--- src/rtl/pt_walker.sv ---
module pt_walker #(
  parameter int IDX_W = 10,
  parameter int OFF_W = 12,
  localparam int VA_W = 2 * IDX_W + OFF_W
) (
  input  logic              clk,
  input  logic              rst_n,
  input  logic              req_valid,
  output logic              req_ready,
  input  logic [VA_W-1:0]   req_vaddr,
  input  logic [1:0]        req_acc,
  input  logic [VA_W-1:0]   ptbr,
  input  logic [IDX_W:0]    ptlr,
  output logic              mem_req_valid,
  input  logic              mem_req_ready,
  output logic [VA_W-1:0]   mem_req_addr,
  input  logic              mem_rsp_valid,
  input  logic [VA_W-1:0]   mem_rsp_data,
  output logic              rsp_valid,
  output logic [VA_W-1:0]   rsp_paddr,
  output logic [2:0]        rsp_fault
);
  localparam int FRM_W = VA_W - OFF_W;
  localparam logic [2:0] F_NONE = 3'd0, F_LEN = 3'd1, F_OUT = 3'd2, F_IN = 3'd3, F_PROT = 3'd4;

  typedef enum logic [2:0] {S_IDLE, S_RD1, S_WT1, S_RD2, S_WT2, S_RESP} state_t;
  state_t state;

  logic [VA_W-1:0]  va_q, base_q, paddr_q;
  logic [1:0]       acc_q;
  logic [FRM_W-1:0] frame_q;
  logic [2:0]       fault_q;

  wire [IDX_W-1:0] in_outer = req_vaddr[VA_W-1 -: IDX_W];
  wire [IDX_W-1:0] q_outer  = va_q[VA_W-1 -: IDX_W];
  wire [IDX_W-1:0] q_inner  = va_q[OFF_W +: IDX_W];
  wire             len_bad  = {1'b0, in_outer} >= ptlr;
  wire             ent_ok   = mem_rsp_data[0];
  wire             perm_ok  = (acc_q == 2'd0 && mem_rsp_data[1]) ||
                              (acc_q == 2'd1 && mem_rsp_data[2]) ||
                              (acc_q == 2'd2 && mem_rsp_data[3]);

  logic unused_entry_bits;
  assign unused_entry_bits = ^mem_rsp_data[OFF_W-1:4];

  assign req_ready     = state == S_IDLE;
  assign mem_req_valid = state == S_RD1 || state == S_RD2;
  assign mem_req_addr  = (state == S_RD1)
                       ? base_q + VA_W'({q_outer, 2'b00})
                       : {frame_q, {OFF_W{1'b0}}} | VA_W'({q_inner, 2'b00});
  assign rsp_valid     = state == S_RESP;
  assign rsp_paddr     = paddr_q;
  assign rsp_fault     = fault_q;

  always_ff @(posedge clk) begin
    if (!rst_n) begin
      state   <= S_IDLE;
      va_q    <= '0;
      base_q  <= '0;
      acc_q   <= '0;
      frame_q <= '0;
      paddr_q <= '0;
      fault_q <= F_NONE;
    end else begin
      case (state)
        S_IDLE: if (req_valid) begin
          va_q    <= req_vaddr;
          acc_q   <= req_acc;
          base_q  <= ptbr;
          paddr_q <= '0;
          if (len_bad) begin
            fault_q <= F_LEN;
            state   <= S_RESP;
          end else begin
            fault_q <= F_NONE;
            state   <= S_RD1;
          end
        end
        S_RD1: if (mem_req_ready) state <= S_WT1;
        S_WT1: if (mem_rsp_valid) begin
          if (!ent_ok) begin
            fault_q <= F_OUT;
            state   <= S_RESP;
          end else begin
            frame_q <= mem_rsp_data[VA_W-1:OFF_W];
            state   <= S_RD2;
          end
        end
        S_RD2: if (mem_req_ready) state <= S_WT2;
        S_WT2: if (mem_rsp_valid) begin
          state <= S_RESP;
          if (!ent_ok)       fault_q <= F_IN;
          else if (!perm_ok) fault_q <= F_PROT;
          else               paddr_q <= {mem_rsp_data[VA_W-1:OFF_W], va_q[OFF_W-1:0]};
        end
        S_RESP: state <= S_IDLE;
        default: state <= S_IDLE;
      endcase
    end
  end
endmodule

--- config.mk ---
export PLATFORM = sky130hd
export DESIGN_NAME = pt_walker
export DESIGN_NICKNAME = d
export VERILOG_FILES = /design/src/rtl/pt_walker.sv
export SDC_FILE = /design/constraint.sdc
export NUM_CORES = 1
export LEC_CHECK = 0
export ABC_AREA = 1
export ABC_CLOCK_PERIOD_IN_PS = 3050
export BUFFER_PORTS_ARGS = -buffer_cell sky130_fd_sc_hd__buf_2
export CAP_MARGIN = 10
export CORE_UTILIZATION = 53
export CTS_CLUSTER_DIAMETER = 120
export DETAILED_ROUTE_END_ITERATION = 7
export PLACE_DENSITY_LB_ADDON = 0.2
export SLEW_MARGIN = 20
export SYNTH_ARGS = -nofsm -noshare
export SYNTH_HDL_FRONTEND = slang
export SYNTH_SLANG_ARGS = --single-unit
--- constraint.sdc ---
create_clock -name clk -period 3.05 [get_ports clk]
set_clock_uncertainty 0.05 [all_clocks]
set_input_delay 0.915 -clock clk [delete_from_list [all_inputs] [get_ports clk]]
set_output_delay 0.915 -clock clk [all_outputs]
set_load 0.03 [all_outputs]
Yosys cells after proc, flatten, opt, wreduce, memory -nomap -nowiden
Cells that the tools add are included.
- input bits: 114
- logic and storage cells: 63
- register bits after elaboration: 124
- add/subtract/negate cells: 1
- equal/unequal tests: 16
- $lt $le $gt $ge: 1
- reduce and logical (&&, ||, !) cells: 15
- bitwise gates (word level): 1
- multiplexer cells: 22
- operators with widths (operator ; number):
    2-to-1 mux 32 bit ; 5
    one-hot mux 32 bit (2 select lines) ; 1
    2-to-1 mux 3 bit ; 13
    adder 32 x 12 -> 32 bit ; 1
    bitwise OR 32 x 12 -> 32 bit ; 1
    inequality test 2 bit (second input constant) ; 8
    one-hot mux 3 bit (5 select lines) ; 1
    greater-or-equal comparator 10 x 11 -> 1 bit ; 1
    AND reduction 5 bit ; 2
    one-hot mux 3 bit (3 select lines) ; 1
    equality test 3 x 2 -> 1 bit (second input constant) ; 2
    equality test 3 bit (second input constant) ; 2
    AND reduction 6 bit ; 1
    equality test 3 x 1 -> 1 bit (second input constant) ; 1
    logical AND 1 bit ; 3
    zero test 3 bit ; 1
    logical OR 1 bit ; 3
    inequality test 3 bit (second input constant) ; 1
    AND reduction 3 bit ; 1
    nonzero test 3 bit ; 1
    equality test 2 x 1 -> 1 bit (second input constant) ; 1
    equality test 2 bit (second input constant) ; 1
    zero test 2 bit ; 1
    AND reduction 2 bit ; 1
    other kinds (2) ; 2

Longest topological paths before layout
- depth after elaboration: 8
- mapped depth: 14

Worst setup path before layout
No wires, ideal clock.
- path type: register to output
- start: register va_q[22]
- end: output mem_req_addr[10]
- data arrival time: 2.081 ns
- buffers on the path: 0
- cell stages (with the launch flop): 9
- path slack: 0.004 ns
- data required time: 2.085 ns
- cells stage by stage: dfxtp_1 > ha_1 > fa_1 > nand3_1 > nand2_1 > nand2_1 > nand3_1 > xnor2_1 > o21ai_0
- longest elaborated chain between the ends: 2
- RTL lines (element ; RTL line ; RTL):
    start: declaration ; 29 ; logic [VA_W-1:0] va_q, base_q, paddr_q;
    start signal: assignment ; 67 ; va_q <= req_vaddr;
    adder 32 x 12 -> 32 bit ; 49 ; ? base_q + VA_W'({q_outer, 2'b00})
    2-to-1 mux 32 bit ; 49 ;
    end: declaration ; 16 ; output logic [VA_W-1:0] mem_req_addr,
Every way passes these cells.

Worst setup path after layout
- start: register base_q[2]
- end: output mem_req_addr[6]
- longest elaborated chain between the ends: 2
- RTL lines (element ; RTL line ; RTL):
    start: declaration ; 29 ;
    start signal: assignment ; 69 ; base_q <= ptbr;
    adder 32 x 12 -> 32 bit ; 49 ;
    2-to-1 mux 32 bit ; 49 ;
Every way passes these cells.

==> summary.md <==
| Metric | Value |
|---|---|
| FP Rows | `40` |
| Area grow syn2layout | `32.3%` |
| Most used cell, CP | `buf_4` |
| Crit-path max cell delay | `0.36 ns` |
| Reg power frac | `28.7%` |
| Most numerous cell in the Yosys netlist | `nand2_1` |
| Part of the power in the clock network | `23.9%` |
| Starting Density | `54.6%` |
| Multi-input combinational cell area | `3900 sq um` |
| All-layer global routing usage | `31.2%` |
| Met1 GRT Util | `37.9%` |
| Reg2Reg Depth | `8` |
| Distinct cell type count after synthesis | `29` |
| Slowest cell on the critical path | `fa_2` |
| Total CTS buffers | `17` |
| Outcome | `finished with violations` |
| Core area | `12100 sq um` |
| Net Switching | `3.80 mW` |
| First-pass GRT wire length | `31400 microns` |
| CP Max Fanout | `3` |
| Max-slew violations | `0` |
| Post-DP HPWL | `13400 microns` |
| Die Wd | `114 microns` |
| Clk root buf | `clkbuf_16` |
| IO buf count | `175` |
| Top delay family on crit path | `adder cells` |
| Worst setup endpoint | `mem_req_addr[6]` |
| Synth Instances | `973` |
| Initial antenna violation count | `0` |
| Share of the synthesized area in the top cell type | `37.5%` |
| FMAX | `0.310 GHz` |
| Busiest metal layer after global routing | `met2` |
| Cell area after synthesis | `6610 sq um` |
| Layout Nets | `1272` |
| Maxcap violations | `0` |
| Final hold violations | `0` |
| M2 GR Usage | `53.0%` |
| Post-route antenna net violation count | `0` |
| TritonRoute pass-1 iters | `5` |
| Setup TNS | `-1.93 ns` |
| Routed via count | `7140` |
| Diodes inserted | `0` |
| FF-to-FF End | `rsp_paddr[15]$_SDFFE_PN0P_` |
| Vias in the first global route | `6602` |
| Clk sinks | `124` |
| Yosys warns | `0` |
| Measured slew at the worst slew-check pin | `0.632 ns` |
| Register area share after synthesis | `37.5%` |
| RSZ-0062 raised after global routing | `yes` |
| # IOs | `184` |
| Clock slew at reported path FFs | `0.05 ns` |
| Crit Path Class | `reg2out` |
| Residual DRC count | `0` |
| Synth area leaders | `dfxtp_1 38%, nand2_1 13%, a21oi_1 11%` |
| Syn avg cell area | `6.80 sq um` |
| Die Height | `114 microns` |
| Switch share | `44.6%` |
| H-tree depth | `4` |
| Cts hold-fix bufs | `0` |
| P_int | `4.72 mW` |
| Post-synth top area cell | `dfxtp_1` |
| Kind of start point of the critical path | `flop` |
| Mapped Nets | `1108` |
| Pwr/cell area | `973 nW/um^2` |
| Share of layout cells above drive strength 1 | `29.9%` |
| Final core utilization | `72.3%` |
| Min Tclk post-route | `3.23 ns` |
| Crit path launch | `base_q[2]$_SDFFE_PN0P_` |
| Max transition margin | `57.4%` |
| Fin crit share | `106%` |
| Worst R2R Setup Slack | `0.99 ns` |
| Worst min path class | `reg2reg` |
| GP Congestion | `0.900` |
| Post-synth EDFFs | `0` |
| Failing checks | `negative setup slack` |
| Buffers & Inverters on Critical Path | `3` |
| Synth cell count leaders | `232 x nand2_1, 143 x a21oi_1, 124 x dfxtp_1, 96 x nand3_1, 91 x inv_1` |
| Vias per cell | `5.42` |
| Worst vdd ir | `750 uV` |
| Gr ovfl total | `0` |
| CP required | `2.08 ns` |
| Drt wl/cell | `15.5 microns` |
| Final Setup Violations | `21` |
| Arrival time of the worst setup path | `2.27 ns` |
| Asr flop ratio synth | `0%` |
| Die ar. | `12900 sq um` |
| Clk Latency, worst-skew pair | `0.42 ns` |
| DRT Wirelength | `20400 microns` |
| Comb pwr share | `47.4%` |
| DR iter-0 viols | `388` |
| Synth Flop Type | `dfxtp_1` |
| Met3 Use GR | `8.18%` |
| P_leak | `4.07 nW` |
| FF-to-FF Start | `acc_q[0]$_SDFFE_PN0P_` |
| # fillers | `1031` |
| Final WS setup | `-0.181 ns` |
| Tot Pwr | `8.52 mW` |
| #FFs+latches synth | `124` |
| Register area | `2500 sq um` |
| CTS tree | `done` |
| Crit path depth | `9` |
| Max Root-Sink Buffers | `2` |
| CP cell instances | `ha_4 -> fa_2 -> nand3_2 -> nand2_4 -> buf_6 -> buf_4 -> xnor2_2 -> o21ai_0 -> buf_4` |
| CP endpoint kind | `output port` |
| Largest net degree at the start of global routing | `76` |
per-layer routing:
metal / vias up / part of all wire, %
met5: - / 0
met4: 0 / 2.8
met3: 44 / 6.6
met2: 286 / 49
met1: 3292 / 42
li1: 3518 / -
flip-flops by register name (all words and copies together), names as in the netlist:
name and cells:
rsp_fault 3, frame_q 20, base_q 32, va_q 32, state 3, acc_q 2
rsp_paddr 32
how the worst min path moves through the flow:
stage                          startpoint                    end  slack [ns]  depth (start not counted)
finish              va_q[13]$_SDFFE_PN0P_  va_q[13]$_SDFFE_PN0P_        0.40                          2
global placement    va_q[13]$_SDFFE_PN0P_  va_q[13]$_SDFFE_PN0P_        0.39                          2
floorplan           va_q[12]$_SDFFE_PN0P_  va_q[12]$_SDFFE_PN0P_        0.37                          2
CTS                 va_q[12]$_SDFFE_PN0P_  va_q[12]$_SDFFE_PN0P_        0.40                          2
global route        va_q[13]$_SDFFE_PN0P_  va_q[13]$_SDFFE_PN0P_        0.42                          2
detailed placement  va_q[13]$_SDFFE_PN0P_  va_q[13]$_SDFFE_PN0P_        0.39                          2
worst register-to-register path, delay by kind of cell, from the launching register on:
kind	cells	cell delay (ns)
DFF	1	0.31
and+or+nand+nor	3	0.43
buffers and inverters	2	0.44
AOI/OAI and AO/OA	3	0.77
metrics by stage:
stage	setup WS [ns]	instance area, sq um	cells	hold slack (ns)
CTS	-0.126	8650	1314	0.402
global route	-0.302	8750	1317	0.420
global placement	0.0919	7600	1279	0.388
floorplan	0.00366	6610	973	0.375
finish	-0.181	8750	1317	0.400
detailed placement	0.0814	7600	1279	0.392
power by group through the flow:
stage / registers, mW / clock network, mW / logic (mW)
finish: 2.45 / 2.04 / 4.04
global route: 2.50 / 2.12 / 4.39
CTS: 2.43 / 2.05 / 3.97
detailed placement: 2.42 / 0 / 3.73
global placement: 2.42 / 0 / 3.68
floorplan: 2.85 / 0 / 2.39
area by class of cell:
| type | count | share of cell area [%] |
|---|---|---|
| flip-flops and latches | 124 | 28.6 |
| clock inverters | 11 | 1.66 |
| well taps | 168 | 2.40 |
| repair buffers | 199 | 13.6 |
| inverters | 95 | 4.07 |
| multi-input cells | 700 | 44.6 |
| clock buffers | 20 | 5.10 |
what timing repair did:
item                       in CTS  in global routing
setup endpoints to repair      26                 26
gates resized for setup       112                 23
setup buffers                   4                  3
pin swaps                      21                  8
gates cloned                    0                  0
kinds of logic (layout without fill, tap and decap cells):
logic type                 Yosys count  after routing  synth area share (%)
DFF                                124            124                  37.5
adders and majority gates           21             21                  4.09
xor gates and xnor gates             9              9                  1.19
and+or+nand+nor                    459            459                  32.0
buffers and inverters              149            325                  9.17
AOI/OAI and AO/OA                  211            211                  16.0
layout by cell type (no fill, tap or decap), types with 7 or more instances in the layout:
cell,n
a21oi_1,141
buf_2,152
buf_4,31
buf_6,13
clkbuf_16,17
dfxtp_1,107
dfxtp_2,17
ha_1,11
ha_4,9
inv_1,88
inv_2,7
nand2_1,210
nand2_2,18
nand2_4,9
nand3_1,86
nor2_1,68
nor3_1,14
nor3_2,27
o21ai_0,59
(Power assumes the default switching activity.)
